<file path="src/rtl/sector_seek_pkg.sv">
package sector_seek_pkg;

    localparam int BYTE_W   = 8;
    localparam int SIZE_W   = 3;
    localparam int LEN_W    = 15;
    localparam int FLD_W    = 3;

    localparam logic [BYTE_W-1:0] SYNC_CODE = 8'hA1;
    localparam logic [BYTE_W-1:0] ID_CODE   = 8'hFE;
    localparam logic [BYTE_W-1:0] DATA_CODE = 8'hFB;

    // byte positions inside the ID field, counted after the mark
    localparam int POS_TRACK  = 0;
    localparam int POS_SECTOR = 2;
    localparam int POS_SIZE   = 3;
    localparam int POS_LAST   = 5;

    typedef enum logic [2:0] {
        ST_IDLE,
        ST_HUNT,
        ST_IDFLD,
        ST_WAITDM,
        ST_XFER
    } seek_state_t;

    typedef struct packed {
        logic              trk_hit;
        logic              sec_hit;
        logic [SIZE_W-1:0] size;
    } id_info_t;

    function automatic logic [LEN_W-1:0] field_len(input logic [SIZE_W-1:0] n);
        return LEN_W'(128) << n;
    endfunction

endpackage

</file>
<file path="src/rtl/mark_detect.sv">
module mark_detect
    import sector_seek_pkg::*;
#(
    parameter int SYNC_RUN = 3
) (
    input  logic              clk,
    input  logic              rst,
    input  logic              byte_valid,
    input  logic [BYTE_W-1:0] byte_in,
    input  logic              sync_flag,
    output logic              id_mark,
    output logic              data_mark
);
    localparam int RUN_W = $clog2(SYNC_RUN + 1);

    logic [RUN_W-1:0] run_q;
    logic             is_sync;
    logic             armed;

    assign is_sync = sync_flag && (byte_in == SYNC_CODE);
    assign armed   = byte_valid && !sync_flag && (run_q == RUN_W'(SYNC_RUN));

    always_ff @(posedge clk) begin
        if (rst) begin
            run_q <= '0;
        end else if (byte_valid) begin
            if (!is_sync)
                run_q <= '0;
            else if (run_q != RUN_W'(SYNC_RUN))
                run_q <= run_q + 1'b1;
        end
    end

    assign id_mark   = armed && (byte_in == ID_CODE);
    assign data_mark = armed && (byte_in == DATA_CODE);
endmodule

</file>
<file path="src/rtl/rev_counter.sv">
module rev_counter #(
    parameter int REV_W = 2
) (
    input  logic             clk,
    input  logic             rst,
    input  logic             clear,
    input  logic             enable,
    input  logic             index_pulse,
    input  logic [REV_W-1:0] limit,
    output logic             expired
);
    logic             idx_q;
    logic [REV_W-1:0] revs_q;
    logic             rise;

    assign rise = index_pulse && !idx_q;

    always_ff @(posedge clk) begin
        if (rst) begin
            idx_q  <= 1'b0;
            revs_q <= '0;
        end else begin
            idx_q <= index_pulse;
            if (clear)
                revs_q <= '0;
            else if (enable && rise && (revs_q != '1))
                revs_q <= revs_q + 1'b1;
        end
    end

    assign expired = enable && (revs_q >= limit);
endmodule

</file>
<file path="src/rtl/seek_fsm.sv">
module seek_fsm
    import sector_seek_pkg::*;
#(
    parameter int DM_WINDOW = 64,
    parameter int REV_W     = 2
) (
    input  logic              clk,
    input  logic              rst,
    input  logic              start,
    input  logic [BYTE_W-1:0] req_track,
    input  logic [BYTE_W-1:0] req_sector,
    input  logic              three_revs,
    input  logic              byte_valid,
    input  logic [BYTE_W-1:0] byte_in,
    input  logic              id_mark,
    input  logic              data_mark,
    input  logic              expired,
    output logic              cmd_accept,
    output logic              searching,
    output logic [REV_W-1:0]  limit,
    output logic              data_valid,
    output logic [BYTE_W-1:0] data_out,
    output logic              done,
    output logic              not_found
);
    seek_state_t       state_q;
    logic [BYTE_W-1:0] trk_q, sec_q;
    id_info_t          info_q;
    logic [FLD_W-1:0]  fld_q;
    logic [LEN_W-1:0]  cnt_q;
    logic [REV_W-1:0]  lim_q;

    assign cmd_accept = (state_q == ST_IDLE) && start;
    assign searching  = (state_q == ST_HUNT) || (state_q == ST_IDFLD) || (state_q == ST_WAITDM);
    assign limit      = lim_q;

    always_ff @(posedge clk) begin
        if (rst) begin
            state_q    <= ST_IDLE;
            trk_q      <= '0;
            sec_q      <= '0;
            info_q     <= '0;
            fld_q      <= '0;
            cnt_q      <= '0;
            lim_q      <= REV_W'(2);
            data_valid <= 1'b0;
            data_out   <= '0;
            done       <= 1'b0;
            not_found  <= 1'b0;
        end else begin
            data_valid <= 1'b0;
            done       <= 1'b0;
            not_found  <= 1'b0;
            if (searching && expired) begin
                not_found <= 1'b1;
                state_q   <= ST_IDLE;
            end else begin
                case (state_q)
                    ST_IDLE: if (start) begin
                        trk_q   <= req_track;
                        sec_q   <= req_sector;
                        lim_q   <= three_revs ? REV_W'(3) : REV_W'(2);
                        state_q <= ST_HUNT;
                    end
                    ST_HUNT: if (id_mark) begin
                        fld_q   <= '0;
                        state_q <= ST_IDFLD;
                    end
                    ST_IDFLD: if (byte_valid) begin
                        fld_q <= fld_q + 1'b1;
                        if (fld_q == FLD_W'(POS_TRACK))
                            info_q.trk_hit <= (byte_in == trk_q);
                        if (fld_q == FLD_W'(POS_SECTOR))
                            info_q.sec_hit <= (byte_in == sec_q);
                        if (fld_q == FLD_W'(POS_SIZE))
                            info_q.size <= byte_in[SIZE_W-1:0];
                        if (fld_q == FLD_W'(POS_LAST)) begin
                            cnt_q   <= '0;
                            state_q <= (info_q.trk_hit && info_q.sec_hit) ? ST_WAITDM : ST_HUNT;
                        end
                    end
                    ST_WAITDM: if (data_mark) begin
                        cnt_q   <= '0;
                        state_q <= ST_XFER;
                    end else if (byte_valid) begin
                        if (cnt_q == LEN_W'(DM_WINDOW - 1))
                            state_q <= ST_HUNT;
                        else
                            cnt_q <= cnt_q + 1'b1;
                    end
                    ST_XFER: if (byte_valid) begin
                        data_valid <= 1'b1;
                        data_out   <= byte_in;
                        if (cnt_q == field_len(info_q.size) - 1'b1) begin
                            done    <= 1'b1;
                            state_q <= ST_IDLE;
                        end else begin
                            cnt_q <= cnt_q + 1'b1;
                        end
                    end
                    default: state_q <= ST_IDLE;
                endcase
            end
        end
    end
endmodule

</file>
<file path="src/rtl/sector_seek_ctrl.sv">
module sector_seek_ctrl
    import sector_seek_pkg::*;
#(
    parameter int SYNC_RUN  = 3,
    parameter int DM_WINDOW = 64,
    parameter int REV_W     = 2
) (
    input  logic              clk,
    input  logic              rst,
    input  logic              start,
    input  logic [7:0]        req_track,
    input  logic [7:0]        req_sector,
    input  logic              three_revs,
    input  logic              byte_valid,
    input  logic [7:0]        byte_in,
    input  logic              sync_flag,
    input  logic              index_pulse,
    output logic              data_valid,
    output logic [7:0]        data_out,
    output logic              done,
    output logic              not_found
);
    logic             id_mark, data_mark, expired, cmd_accept, searching;
    logic [REV_W-1:0] limit;

    mark_detect #(.SYNC_RUN(SYNC_RUN)) u_mark (
        .clk(clk), .rst(rst), .byte_valid(byte_valid), .byte_in(byte_in),
        .sync_flag(sync_flag), .id_mark(id_mark), .data_mark(data_mark)
    );

    rev_counter #(.REV_W(REV_W)) u_revs (
        .clk(clk), .rst(rst), .clear(cmd_accept), .enable(searching),
        .index_pulse(index_pulse), .limit(limit), .expired(expired)
    );

    seek_fsm #(.DM_WINDOW(DM_WINDOW), .REV_W(REV_W)) u_fsm (
        .clk(clk), .rst(rst), .start(start), .req_track(req_track),
        .req_sector(req_sector), .three_revs(three_revs),
        .byte_valid(byte_valid), .byte_in(byte_in), .id_mark(id_mark),
        .data_mark(data_mark), .expired(expired), .cmd_accept(cmd_accept),
        .searching(searching), .limit(limit), .data_valid(data_valid),
        .data_out(data_out), .done(done), .not_found(not_found)
    );
endmodule

</file>
<file path="config.mk">
export PLATFORM = sky130hd
export DESIGN_NAME = sector_seek_ctrl
export DESIGN_NICKNAME = d
export VERILOG_FILES = /design/src/rtl/sector_seek_pkg.sv /design/src/rtl/mark_detect.sv /design/src/rtl/rev_counter.sv /design/src/rtl/seek_fsm.sv /design/src/rtl/sector_seek_ctrl.sv
export SDC_FILE = /design/constraint.sdc
export NUM_CORES = 1
export LEC_CHECK = 0
export BUFFER_PORTS_ARGS = -buffer_cell sky130_fd_sc_hd__buf_2
export CAP_MARGIN = 15
export CORE_ASPECT_RATIO = 0.8
export CORE_MARGIN = 5
export CORE_UTILIZATION = 56
export CTS_CLUSTER_SIZE = 24
export DETAILED_ROUTE_END_ITERATION = 12
export GPL_ROUTABILITY_DRIVEN = 0
export PLACE_DENSITY = 0.77
export SYNTH_ARGS = -nofsm -noshare
export SYNTH_HDL_FRONTEND = slang
export SYNTH_SLANG_ARGS = --single-unit
</file>
<file path="constraint.sdc">
create_clock -name clk -period 3.1 [get_ports clk]
set_input_delay 0.31 -clock clk [delete_from_list [all_inputs] [get_ports clk]]
set_output_delay 0.31 -clock clk [all_outputs]
set_load 0.1 [all_outputs]
</file>
---- Word-level counts from Yosys, hierarchy flattened ----
Index checks and enable logic that the tools add are counted.
word-level totals
  bits in latches ......................... 0
  memory bits (read-only) ................. 0
  logic and storage cells ................. 115
  output and inout port bits .............. 11
  memories ................................ 0
  input bits .............................. 31
  RAM bits ................................ 0
  bits in registers ....................... 60
operators by class
  divide/modulo/power cells ............... 0
  add/sub/neg operators ................... 5
  bitwise operators ....................... 3
  shift-type cells ........................ 1
  eq/ne operators ......................... 28
  order comparisons ....................... 1
  multipliers ............................. 0
  reduce and logical (&&, ||, !) cells .... 33
  multiplexer cells ....................... 28
operators by type and width
  cell                     number
  $mux W15                 7
  $pmux W15 S3             1
  $mux W3                  11
  $eq A8 B8 Y1 const B     3
  $ne A2 B2 Y1 const B     9
  $eq A8 B8 Y1             2
  $reduce_and A4 Y1        4
  $reduce_and A8 Y1        2
  $add A15 B1 Y15 const B  1
  $eq A15 B15 Y1           1
  $eq A15 B6 Y1 const B    1
  $pmux W3 S5              1
  $shl A8 B3 Y15 const A   1
  $sub A15 B1 Y15 const B  1
  $eq A3 B2 Y1 const B     4
  $logic_and A1 B1 Y1      12
  $ne A3 B3 Y1 const B     3
  $eq A3 B3 Y1 const B     2
  $logic_not A3 Y1         2
  $mux W2                  3
  $pmux W3 S2              1
  $reduce_and A3 Y1        2
  $add A2 B1 Y2 const B    2
  $mux W1                  4
  other kinds (14)         19

---- Logic depth before layout (Yosys ltp) ----
  depth after elaboration ................. 7
  gate-level depth with buffers ........... 13
  depth with buffers taken out ............ 9

---- Cells and area by module ----
A second synthesis with hierarchy kept.
unflattened totals
  cells, all modules ...................... 405
  area total of the unflattened synthesis .. 3323.2 µm²
modules (own cells, without submodules)
  module       area an instance (µm²)  sequential area each (µm²)  times used  cells an instance
  seek_fsm     2954.1                  1081.0                      1           366
  mark_detect  198.9                   40.0                        1           22
  rev_counter  170.2                   60.1                        1           17

---- Least setup slack after synthesis ----
Ideal clock, no wire load.
  kind .................................... register to register
  from .................................... register u_fsm.info_q[1] (netlist bit)
  to ...................................... register u_fsm.cnt_q[7]
  required time ........................... 3030 ps
  setup slack ............................. 511 ps
  cell stages (with the launch flop) ...... 13
  path buffers ............................ 3
  data arrival time ....................... 2519 ps
  library setup time ...................... 70 ps
  period minus slack after synthesis ...... 2589 ps
  cells stage by stage .................... dfxtp_1 buf_4 nor2_1 nand2_1 ha_1 buf_4 xor2_1 a21boi_0 a211oi_1 and4bb_4 buf_6 or4_1 a21oi_1
between the ends
  word-level cells in the longest chain between the ends .. 5
ends and longest elaborated chain
  what                         RTL line               text
  start: declaration           seek_fsm.sv:28         id_info_t info_q;
  $shl A8 B3 Y15               sector_seek_pkg.sv:33  return LEN_W'(128) << n;
  $sub A15 B1 Y15              seek_fsm.sv:94         if (cnt_q == field_len(info_q.size) - 1'b1) begin
  $eq A15 B15 Y1               seek_fsm.sv:94
  $ne A2 B2 Y1 (no line)       --
  $reduce_and A8 Y1 (no line)  --
  end signal: assignment       seek_fsm.sv:89         cnt_q <= cnt_q + 1'b1;
  end signal: assignment       seek_fsm.sv:98         cnt_q <= cnt_q + 1'b1;
  end: declaration             seek_fsm.sv:30         logic [LEN_W-1:0] cnt_q;
No other way between the ends.
A chain may end at the register's enable or synchronous reset.

---- Worst setup path in the final report ----
  from .................................... register u_fsm.info_q[2] (netlist bit)
  to ...................................... register u_fsm.cnt_q[7]
The elaborated chain is that of the path after synthesis.

==> results.txt <==
The via density per instance is 6.12, and the number of antenna repair diodes is 0. The biggest fanout along the worst timing path was 22; the final clock skew was 7.15 ps. The die covers 0.00781 mm^2. The number of gates resized after cts came out at 0. The classification of the worst setup path is flip-flop to flip-flop. The routed layout has 3325 vias.

Entering global routing, the biggest net connects 40 pins. Measured along the y axis, the die boundary spans 80.0 um. The highest ir drop seen on vdd is 0.000251 V.

The area growth from synthesis to layout is 12.2%. The leakage power total was 1.40 nW. Sorting the synthesized cells by how often they occur yields sky130_fd_sc_hd__nand2_1, sky130_fd_sc_hd__dfxtp_1, sky130_fd_sc_hd__a21oi_1.

In the final timing run, aggregate negative setup slack is 0 ps. The post-synthesis area per instance came out at 8.06 um^2. The flow ran to the end, and the final reports show no timing, DRC or antenna violations. From left edge to right edge, the die measures 97.5 um. The combined global-route utilization of all metal layers was 0.229; the first-pass GRT wire length was 14400 um.

Synthesis instantiated 63 different standard cells from the library. Wires add up to 8490 um. The flop and latch count out of synthesis is 59, and the number of buffers on the longest clock path is 2. The number of nets produced by synthesis came out at 467. The fraction of synthesized cell area taken by the top area cell type came out at 0.344. The setup-violating endpoint count in the final report was 0; the number of enable-type register cells in the synthesized netlist was 0.

The run gives 543 as the filler-free cell count of the finished design. The residual DRC count was 0. Cell at the root of the clock tree: sky130_fd_sc_hd__clkbuf_8. The number of instances in the synthesized netlist is 426, and the total congestion overflow after global routing is 0. By instance count, the leading cell after synthesis is sky130_fd_sc_hd__nand2_1. The worst setup path is captured at a flip-flop. Once detailed placement completed, the half-perimeter wirelength came to 6000 um. The first detailed-routing pass took 5 iterations. The first routing iteration left 309 violations.

For this design the top-level I/O count stands at 42. The worst setup path is launched from a flip-flop. After detailed routing, the average wire length per cell comes to 15.6 um. The path class of the tightest hold or removal check is input pin to flip-flop. For the worst slew margin relative to its limit, the log shows 0.607.

During synthesis, Yosys emitted a total of 0 warnings. At the worst endpoint, the required time is 3390 ps. The met1 capacity usage during global routing is 0.307, and the clock insertion delay at the later pin of the skew report is 350 ps. Yosys attributes the largest share of cell area to sky130_fd_sc_hd__dfxtp_1, sky130_fd_sc_hd__nand2_1, sky130_fd_sc_hd__a21oi_1.

After clock tree synthesis, the clock-pin slew on the worst setup and hold paths is 70 ps. Setup repair after global routing left no endpoint under its margin. The total count of hold-check failures in the final report is 0. In the final design database the tool counted 498 nets. Dividing total power by cell area gives a power density of 459 mW/mm^2.

Final critical-path required period: 2860 ps. Buffers added to address setup during post-CTS repair amount to 0. For the global-route track usage on met2, the log shows 0.353. The starting utilization of the core area is 0.578.

After floorplanning, the core was divided into 25 placement rows. Overall power consumption after layout is estimated at 1.77 mW. sky130_fd_sc_hd__dfxtp_1 takes more of the synthesized area than any other cell.

The clock drives 59 sinks. The total of max-cap violations is 0, and the number of input and output port buffers inserted is 41. The cell area that synthesis handed to floorplanning was 0.00343 mm^2. In this run the most used layer during global routing was met2. The total area inside the core boundary comes to 0.00594 mm^2.

The arrival time reported for the critical path endpoint is 3140 ps, and the number of buffers inserted by hold repair at cts is 0. Number of antenna violations at the first check in global routing: 0. The final cycle utilization of the critical path came out at 0.921. Counting the fill cells in the layout gives 541. The tools report the via count of the first global-routing pass as 3023. Timing would allow up to 0.350 GHz. For this run, the leading register cell type out of synthesis is sky130_fd_sc_hd__dfxtp_1.

The fraction of final layout cells sized beyond drive strength 1 is 0.165. TritonCTS built the clock tree. In this run the number of H-tree levels came out at 3.

Once placement completed, the tool counted placed cells totaling 527. The global routing usage on met3 is 0.0707. The tools report the sequential fraction of the synthesis area as 0.344.

TritonCTS created 9 clock buffers. The count of nets left with antenna violations once routing finished came out at 0. The final-report max-slew violation count was 0; the fraction of registers with async set or reset after synthesis was 0. Transition time of the tightest slew-check pin: 589 ps.
[kinds of logic after synthesis]
logic type | count (synthesis) | share of synthesized area
XOR/XNOR | 21 | 0.0536
buffers and inverters | 36 | 0.0507
AO/OA/AOI/OAI | 106 | 0.206
AND/OR/NAND/NOR | 190 | 0.298
flip-flops | 59 | 0.344
multiplexers | 4 | 0.0117
adder cells (fa/ha/maj) | 10 | 0.0364
[critical path, cell delays in order, from the launching register on]
cell and delay [ps]:
sky130_fd_sc_hd__dfxtp_1 550, sky130_fd_sc_hd__nor2_1 160, sky130_fd_sc_hd__nand2_1 110, sky130_fd_sc_hd__ha_2 300, sky130_fd_sc_hd__nor2b_1 210, sky130_fd_sc_hd__o22ai_1 110
sky130_fd_sc_hd__a211oi_2 320, sky130_fd_sc_hd__and4bb_4 360, sky130_fd_sc_hd__or4_1 510, sky130_fd_sc_hd__a21oi_1 160
[power breakdown]
| part | internal, mW | switching [mW] | total (mW) | leakage [nW] |
|---|---|---|---|---|
| clock | 0.399 | 0.347 | 0.746 | 0.0995 |
| combinational | 0.0872 | 0.117 | 0.205 | 0.820 |
| sequential | 0.785 | 0.0329 | 0.818 | 0.478 |
| total | 1.27 | 0.497 | 1.77 | 1.40 |
[flip-flops by register name, summed over array words and instances (netlist names)]
| name | flops |
|---|---|
| u_fsm.cnt_q | 15 |
| u_fsm.data_out | 8 |
| u_fsm.sec_q | 8 |
| u_fsm.trk_q | 8 |
| u_fsm.info_q | 5 |
| u_fsm.fld_q | 3 |
| u_fsm.state_q | 3 |
| u_mark.run_q | 2 |
| u_revs.revs_q | 2 |
| u_fsm.data_valid | 1 |
| u_fsm.done | 1 |
| u_fsm.limit | 1 |
| u_fsm.not_found | 1 |
| u_revs.idx_q | 1 |
[cell usage in the layout, fill, tap and decap left out, drive strengths merged, types with 5 or more instances in the layout]
master	synthesis	routed
nor2	23	23
and2	5	5
nand3b	5	5
or4	10	10
xnor2	18	18
buf	12	46
a31oi	5	5
o21ai	12	12
and4	5	5
a21oi	49	49
dfxtp	59	59
nand2b	5	5
and3	6	6
o31ai	10	10
clkbuf	14	10
nand2	69	69
nand3	11	11
nor3	10	10
nor4	8	8
ha	10	10
inv	10	12
nand4	14	14
[final cells by class]
| cell class | instances | area [um^2] | share of cell area |
|---|---|---|---|
| clock buffer | 10 | 138 | 0.0357 |
| clock inverter | 6 | 71.3 | 0.0185 |
| inverter | 10 | 37.5 | 0.00974 |
| multi-input combinational | 331 | 2080 | 0.540 |
| sequential | 59 | 1180 | 0.307 |
| tap | 81 | 101 | 0.0263 |
| timing repair buffer | 46 | 243 | 0.0630 |
[through the flow]
stage                     utilization  area, um^2  setup WS (ps)  hold WS (ps)
after detailed placement        0.613        3640            217           448
final                           0.648        3850            243           179
after CTS                       0.648        3850            184           171
after global placement          0.613        3640            345           440
after global routing            0.648        3850           31.1           179
after floorplan                     -        3430            511           438
[layer usage]
layer  up-vias  wire length, um
li1       1626                -
met4         0              110
met1      1549             3860
met5         -                0
met3        12              719
met2       138             3790
[worst paths after layout]
check,slack [ps],cells past startpoint,start,end
worst max-delay path,240,9,u_fsm.info_q[2],u_fsm.cnt_q[7]
worst min-delay path,180,2,index_pulse,u_revs.idx_q
worst max register to register,240,9,u_fsm.info_q[2],u_fsm.cnt_q[7]
worst min register to register,460,2,u_fsm.data_out[1],u_fsm.data_out[1]
Power figures use the tool's default switching activity.
